==> src/rtl/arp_pkg.sv <==
package arp_pkg;
  // Strobes from control to datapath
  typedef struct packed {
    logic capture;   // load held address at this edge
    logic useHeld;   // present held copy instead of live address
    logic selValid;  // a device may be selected
  } arpStrobes_t;
endpackage

==> src/rtl/arp_region_decode.sv <==
module arp_region_decode #(
  parameter int REGION_BITS = 2,
  localparam int NUM_REGIONS = 1 << REGION_BITS
) (
  input  logic [REGION_BITS-1:0] regionAddr,
  output logic [NUM_REGIONS-1:0] sel
);
  for (genvar i = 0; i < NUM_REGIONS; i++) begin : g_sel
    assign sel[i] = (regionAddr == REGION_BITS'(i));
  end
endmodule

==> src/rtl/arp_ctrl.sv <==
module arp_ctrl
  import arp_pkg::*;
(
  input  logic        clk,
  input  logic        rstN,
  input  logic        cycleEnd,
  input  logic        liveStatic,
  output arpStrobes_t strobes,
  output logic        pipeEn
);
  logic started;
  logic curStatic;

  always_ff @(posedge clk or negedge rstN) begin
    if (!rstN) begin
      started   <= 1'b0;
      curStatic <= 1'b1;
      pipeEn    <= 1'b0;
    end else if (cycleEnd) begin
      started   <= 1'b1;
      curStatic <= liveStatic;
      pipeEn    <= ~liveStatic;
    end
  end

  always_comb begin
    strobes.capture  = cycleEnd;
    strobes.useHeld  = ~started | curStatic;
    strobes.selValid = started;
  end
endmodule

==> src/rtl/arp_datapath.sv <==
module arp_datapath
  import arp_pkg::*;
#(
  parameter int ADDR_W = 16,
  parameter int REGION_BITS = 2,
  localparam int NUM_REGIONS = 1 << REGION_BITS,
  parameter logic [NUM_REGIONS-1:0] STATIC_MASK = 4'b0101
) (
  input  logic                   clk,
  input  logic                   rstN,
  input  logic [ADDR_W-1:0]      cpuAddr,
  input  arpStrobes_t            strobes,
  output logic                   liveStatic,
  output logic [NUM_REGIONS-1:0] chipSel,
  output logic [ADDR_W-1:0]      memAddr
);
  logic [ADDR_W-1:0]      heldAddr;
  logic [NUM_REGIONS-1:0] liveSel;
  logic [NUM_REGIONS-1:0] outSel;

  always_ff @(posedge clk or negedge rstN) begin
    if (!rstN) heldAddr <= '0;
    else if (strobes.capture) heldAddr <= cpuAddr;
  end

  // attribute of the address the processor is driving now
  arp_region_decode #(.REGION_BITS(REGION_BITS)) u_liveDec (
    .regionAddr(cpuAddr[ADDR_W-1 -: REGION_BITS]),
    .sel       (liveSel)
  );
  assign liveStatic = |(liveSel & STATIC_MASK);

  assign memAddr = strobes.useHeld ? heldAddr : cpuAddr;

  // selects come from the outgoing address so both move together
  arp_region_decode #(.REGION_BITS(REGION_BITS)) u_outDec (
    .regionAddr(memAddr[ADDR_W-1 -: REGION_BITS]),
    .sel       (outSel)
  );
  assign chipSel = strobes.selValid ? outSel : '0;
endmodule

==> src/rtl/addr_retime_unit.sv <==
module addr_retime_unit
  import arp_pkg::*;
#(
  parameter int ADDR_W = 16,
  parameter int REGION_BITS = 2,
  localparam int NUM_REGIONS = 1 << REGION_BITS,
  parameter logic [NUM_REGIONS-1:0] STATIC_MASK = 4'b0101
) (
  input  logic                   clk,
  input  logic                   rstN,
  input  logic [ADDR_W-1:0]      cpuAddr,
  input  logic                   cycleEnd,
  output logic                   pipeEn,
  output logic [NUM_REGIONS-1:0] chipSel,
  output logic [ADDR_W-1:0]      memAddr
);
  arpStrobes_t strobes;
  logic        liveStatic;

  arp_ctrl u_ctrl (
    .clk       (clk),
    .rstN      (rstN),
    .cycleEnd  (cycleEnd),
    .liveStatic(liveStatic),
    .strobes   (strobes),
    .pipeEn    (pipeEn)
  );

  arp_datapath #(
    .ADDR_W     (ADDR_W),
    .REGION_BITS(REGION_BITS),
    .STATIC_MASK(STATIC_MASK)
  ) u_dp (
    .clk       (clk),
    .rstN      (rstN),
    .cpuAddr   (cpuAddr),
    .strobes   (strobes),
    .liveStatic(liveStatic),
    .chipSel   (chipSel),
    .memAddr   (memAddr)
  );
endmodule

==> config.mk <==
export PLATFORM = sky130hd
export DESIGN_NAME = addr_retime_unit
export DESIGN_NICKNAME = d
export VERILOG_FILES = /design/src/rtl/arp_pkg.sv /design/src/rtl/arp_region_decode.sv /design/src/rtl/arp_ctrl.sv /design/src/rtl/arp_datapath.sv /design/src/rtl/addr_retime_unit.sv
export SDC_FILE = /design/constraint.sdc
export NUM_CORES = 1
export LEC_CHECK = 0
export BUFFER_PORTS_ARGS = -buffer_cell sky130_fd_sc_hd__buf_4
export CAP_MARGIN = 0
export CORE_MARGIN = 2
export CORE_UTILIZATION = 45
export CTS_BUF_LIST = sky130_fd_sc_hd__clkbuf_16
export CTS_CLUSTER_SIZE = 12
export DETAILED_ROUTE_END_ITERATION = 6
export GPL_ROUTABILITY_DRIVEN = 1
export PLACE_DENSITY_LB_ADDON = 0.2
export SETUP_SLACK_MARGIN = 0.4
export SYNTH_ARGS = -nofsm -noshare
export SYNTH_HDL_FRONTEND = slang
export SYNTH_SLANG_ARGS = --single-unit
==> constraint.sdc <==
create_clock -name clk -period 1.4 [get_ports clk]
set_input_delay 0.14 -clock clk [delete_from_list [all_inputs] [get_ports clk]]
set_output_delay 0.14 -clock clk [all_outputs]
set_load 0.05 [all_outputs]
# Word level (Yosys, flattened, before mapping)

Cells that the tools add are included.

Bitwise operators: 3
Reduce and logical (&&, ||, !) cells: 3
Equality and inequality tests: 4
Mux-type cells: 2

Operators by type and width:

| cell                 | count |
|---|---|
| $mux W16             | 1 |
| $eq A2 B2 Y1 const B | 3 |
| $logic_not A2 Y1     | 2 |
| $mux W4              | 1 |
| $eq A2 B1 Y1 const B | 1 |
| $not A1 Y1           | 2 |
| $reduce_or A2 Y1     | 1 |
| $or A1 B1 Y1         | 1 |

Output and inout port bits: 21
Register bits: 19
Word-level logic and storage cells: 16

# Depth between registers and ports, before layout

Depth in word-level cells: 5
Depth in mapped cells: 4
Mapped depth without buffers: 2

# Modules after synthesis

A second synthesis with hierarchy kept.

Cells, all modules: 75
Area total of the unflattened synthesis: 1114.8 µm²

Modules (own cells, without submodules):

| module            | cells an instance | area each (µm²) | sequential area each (µm²) | times used |
|---|---|---|---|---|
| arp_datapath      | 57                | 929.6           | 400.4                      | 1 |
| arp_ctrl          | 10                | 132.6           | 76.3                       | 1 |
| arp_region_decode | 4                 | 26.3            | 0.0                        | 2 |

# Least setup slack after synthesis

No wires, ideal clock.

Path type: reg2out
From: register u_ctrl.curStatic
To: output chipSel[0]
Buffers on the path: 0
Cell stages (with the launch flop): 3
Setup slack: -0.577 ns
Data required time: 1.260 ns
Data arrival time: 1.837 ns
Path through: dfstp_2 > nand2_1 > o32ai_1

Longest elaborated chain between the ends: 4

Ends and longest elaborated chain:

| element                  | line                   | text |
|---|---|---|
| start: declaration       | arp_ctrl.sv:12         | `logic curStatic;` |
| start signal: assignment | arp_ctrl.sv:21         | `curStatic <= liveStatic;` |
| $or A1 B1 Y1             | arp_ctrl.sv:28         | `strobes.useHeld = ~started \| curStatic;` |
| $mux W16                 | arp_datapath.sv:33     | `assign memAddr = strobes.useHeld ? heldAddr : cpuAddr;` |
| $logic_not A2 Y1         | arp_region_decode.sv:9 | `assign sel[i] = (regionAddr == REGION_BITS'(i));` |
| $mux W4                  | arp_datapath.sv:40     | `assign chipSel = strobes.selValid ? outSel : '0;` |
| end: declaration         | addr_retime_unit.sv:14 | `output logic [NUM_REGIONS-1:0] chipSel,` |

Every way passes these cells.

# Worst setup path after layout

From: register u_ctrl.curStatic
To: output memAddr[3]

Longest elaborated chain between the ends: 2

Ends and longest elaborated chain:

| element          | line                   | text |
|---|---|---|
| $or A1 B1 Y1     | arp_ctrl.sv:28         |  |
| $mux W16         | arp_datapath.sv:33     |  |
| end: declaration | addr_retime_unit.sv:15 | `output logic [ADDR_W-1:0] memAddr` |

Every way passes these cells.

==> results.sh <==
export IMPL_outcome="finished, violations left"
export IMPL_failed_checks="setup timing"
export IMPL_initial_utilization_pct=47.1
export IMPL_stdcell_area_um2=1630
export IMPL_grt_overflow=0
export IMPL_finalSetupViolations=20
export IMPL_worstSkewPairLatency_ns=0.24
export IMPL_htreeDepth=1
export IMPL_die_h_um=51.7
export IMPL_ir_worst_vdd_v=0.00104
export IMPL_arrival_ns=1.48
export IMPL_layout_cells_non_filler=151
export IMPL_vias=751
export IMPL_antenna_found_initial=0
export IMPL_drt_iter0_markers=5
export IMPL_highest_layer="met4"
export IMPL_drc=0
export IMPL_ios=40
export IMPL_synthDistinctLibCells=17
export IMPL_yosys_warnings=0
export IMPL_coreArea_um2=2170
export IMPL_area_growth_pct=59.7
export IMPL_clock_sinks=19
export IMPL_syn_nets=94
export IMPL_netlist_top_cells_area="dfrtp_1, mux2_2, mux2_4, o32ai_1, dfstp_2"
export IMPL_p_total_w=0.00201
export IMPL_end_kind="primary output"
export IMPL_hold_path_class="input port to register"
export IMPL_rsz0062_at_grt="true"
export IMPL_startpoint_type="register"
export IMPL_routed_wl_met2_um=1260
export IMPL_final_nets=143
export IMPL_synth_area_um2=1020
export IMPL_clock_fmax_mhz=616
export IMPL_grt_max_degree=22
export IMPL_root_buffer="clkbuf_16"
export IMPL_required_ns=1.26
export IMPL_slew_headroom_pct=83.2
export IMPL_n_antenna_cell=0
export IMPL_gr_usage_all_layers_pct=18.7
export IMPL_path_class="register to primary output"
export IMPL_synth_ff_latch_count=19
export IMPL_drt_pass1_iter_count=3
export IMPL_cts_path_max_buffers=2
export IMPL_met1_length_um=872
export IMPL_layout_drive_gt1_share_pct=73.2
export IMPL_gp_congestion=0.699
export IMPL_dieArea_um2=2670
export IMPL_cts_made_buffers=3
export IMPL_grt_pass1_wl_um=3590
export IMPL_cts_reportedPaths_clkPinSlew_ns=0.05
export IMPL_seq_area_frac_synth_pct=46.6
export IMPL_post_route_period_util_pct=116
export IMPL_synth_top_area_share_pct=44.1
export IMPL_ant_nets=0
export IMPL_ys_flop_type="dfrtp_1"
export IMPL_fp_dieW_um=51.7
export IMPL_cap_viol_max_count=0
export IMPL_slew_viol_final=0
export IMPL_row_count=17
export IMPL_syn_inst=75
export IMPL_powerDensity_nw_per_um2=1230
export IMPL_synth_common_cells="mux2_2, dfrtp_1, mux2_4"
export IMPL_r2r_start="u_ctrl.started"
export IMPL_period_needed_ns=1.62
export IMPL_setup_ws_ns=-0.224
export IMPL_finClkSkew_ns=0
export IMPL_yosysMostFrequentCell="mux2_2"
export IMPL_min_from="cpuAddr[14]"
export IMPL_hold_viol_final=0
export IMPL_synth_edf_count=0
export IMPL_avgViaCountPerCell=4.97
export IMPL_synth_avg_cell_area_um2=13.6
export IMPL_p_leak_nw=0.765
export IMPL_placed_cells=145
export IMPL_placed_cell_area_um2=1450
export IMPL_synthDominantAreaCellType="dfrtp_1"
export IMPL_reg2reg_slack_ns=0.47
export IMPL_cp_max_fo=8
export IMPL_route_met3_wl_um=116
export IMPL_n_fill_cell=152
export IMPL_worst_slew_pin_slew_ns=0.252
export IMPL_portBuffers=39
export IMPL_critPathLaunch="u_ctrl.curStatic"
export IMPL_grt_pass1_vias=780
export IMPL_async_reset_ff_share_pct=100
export IMPL_cts_tree="done"
export IMPL_wire_per_inst_um=14.9
export IMPL_finalWirelength_um=2250
export IMPL_dpl_hpwl_um=1580
## metrics by stage
step	util (%)	hold slack (ns)	setup slack [ns]	setup TNS, ns
floorplan	-	-0.156	0.0317	0
global route	75.3	0.105	-0.255	-4.78
finish	75.3	0.0994	-0.224	-4.03
detailed placement	66.8	0.0305	-0.0164	-0.0934
CTS	75.3	0.0964	-0.229	-4.09
global placement	66.8	0.0274	0.00631	0
## cells in the final DEF (no fill, tap or decap)
master         count
mux2_2            19
or2_2              2
nand2_2            1
o32ai_4            4
inv_1              5
dlygate4sd3_1      1
mux2i_1            1
dfrtp_1           18
or2b_4             1
buf_6             22
nor2b_4            1
nand2b_1           2
dfstp_2            1
o21ai_0            3
buf_4             25
nand2_1            3
mux2_4            11
clkbuf_16          3
## critical path: stages, from the launching register on
cell and delay, ns:
dfstp_2 0.58, nor2b_4 0.06, buf_6 0.15, mux2_4 0.30
buf_6 0.15
## sequential cells by signal, indices dropped and copies added (netlist names)
signal,flops
u_ctrl.curStatic,1
u_ctrl.pipeEn,1
u_ctrl.started,1
u_dp.heldAddr,16
## cell type report
class | instances | area [µm²] | area share (%)
Clock inverter | 1 | 3.75 | 0.230
Inverter | 4 | 15.0 | 0.920
Multi-Input combinational cell | 48 | 582 | 35.6
Clock buffer | 3 | 75.1 | 4.60
Sequential cell | 19 | 477 | 29.2
Timing Repair Buffer | 48 | 445 | 27.3
Tap cell | 28 | 35.0 | 2.15
## per-layer routing
layer | track usage [%] | vias up
met4 | 5.26 | 0
met2 | 35.3 | 24
met1 | 20.8 | 364
met3 | 4.31 | 2
met5 | 0 | -
li1 | - | 361
## final timing paths
kind / endpoint / depth (start not counted)
min in group asynchronous: u_ctrl.started / 2
max in group asynchronous: u_ctrl.curStatic / 2
hold reg to reg: u_dp.heldAddr[7] / 1
setup / recovery: memAddr[3] / 4
hold / removal: u_ctrl.curStatic / 2
setup reg to reg: u_ctrl.started / 2
## where the power goes
group	switching (W)	total (W)	internal, W
Combinational	0.000452	0.000813	0.000361
Sequential	0.0000323	0.000636	0.000604
Clock	0.000180	0.000559	0.000379
## kinds of logic after synthesis
kind of cell           Yosys count  synth area share [%]
buffers and inverters            8                  5.51
muxes                           31                  37.7
and+or+nand+nor                 10                  5.26
DFF                             19                  46.6
AOI/OAI and AO/OA                7                  4.90
## repair_timing
item	4_1_cts	5_1_grt
buffers inserted	1	0
hold buffers	1	0
hold endpoints to repair	18	0
setup endpoints to repair	20	20
resized for setup	23	0
Note: power is estimated with default switching activity, not from simulation.
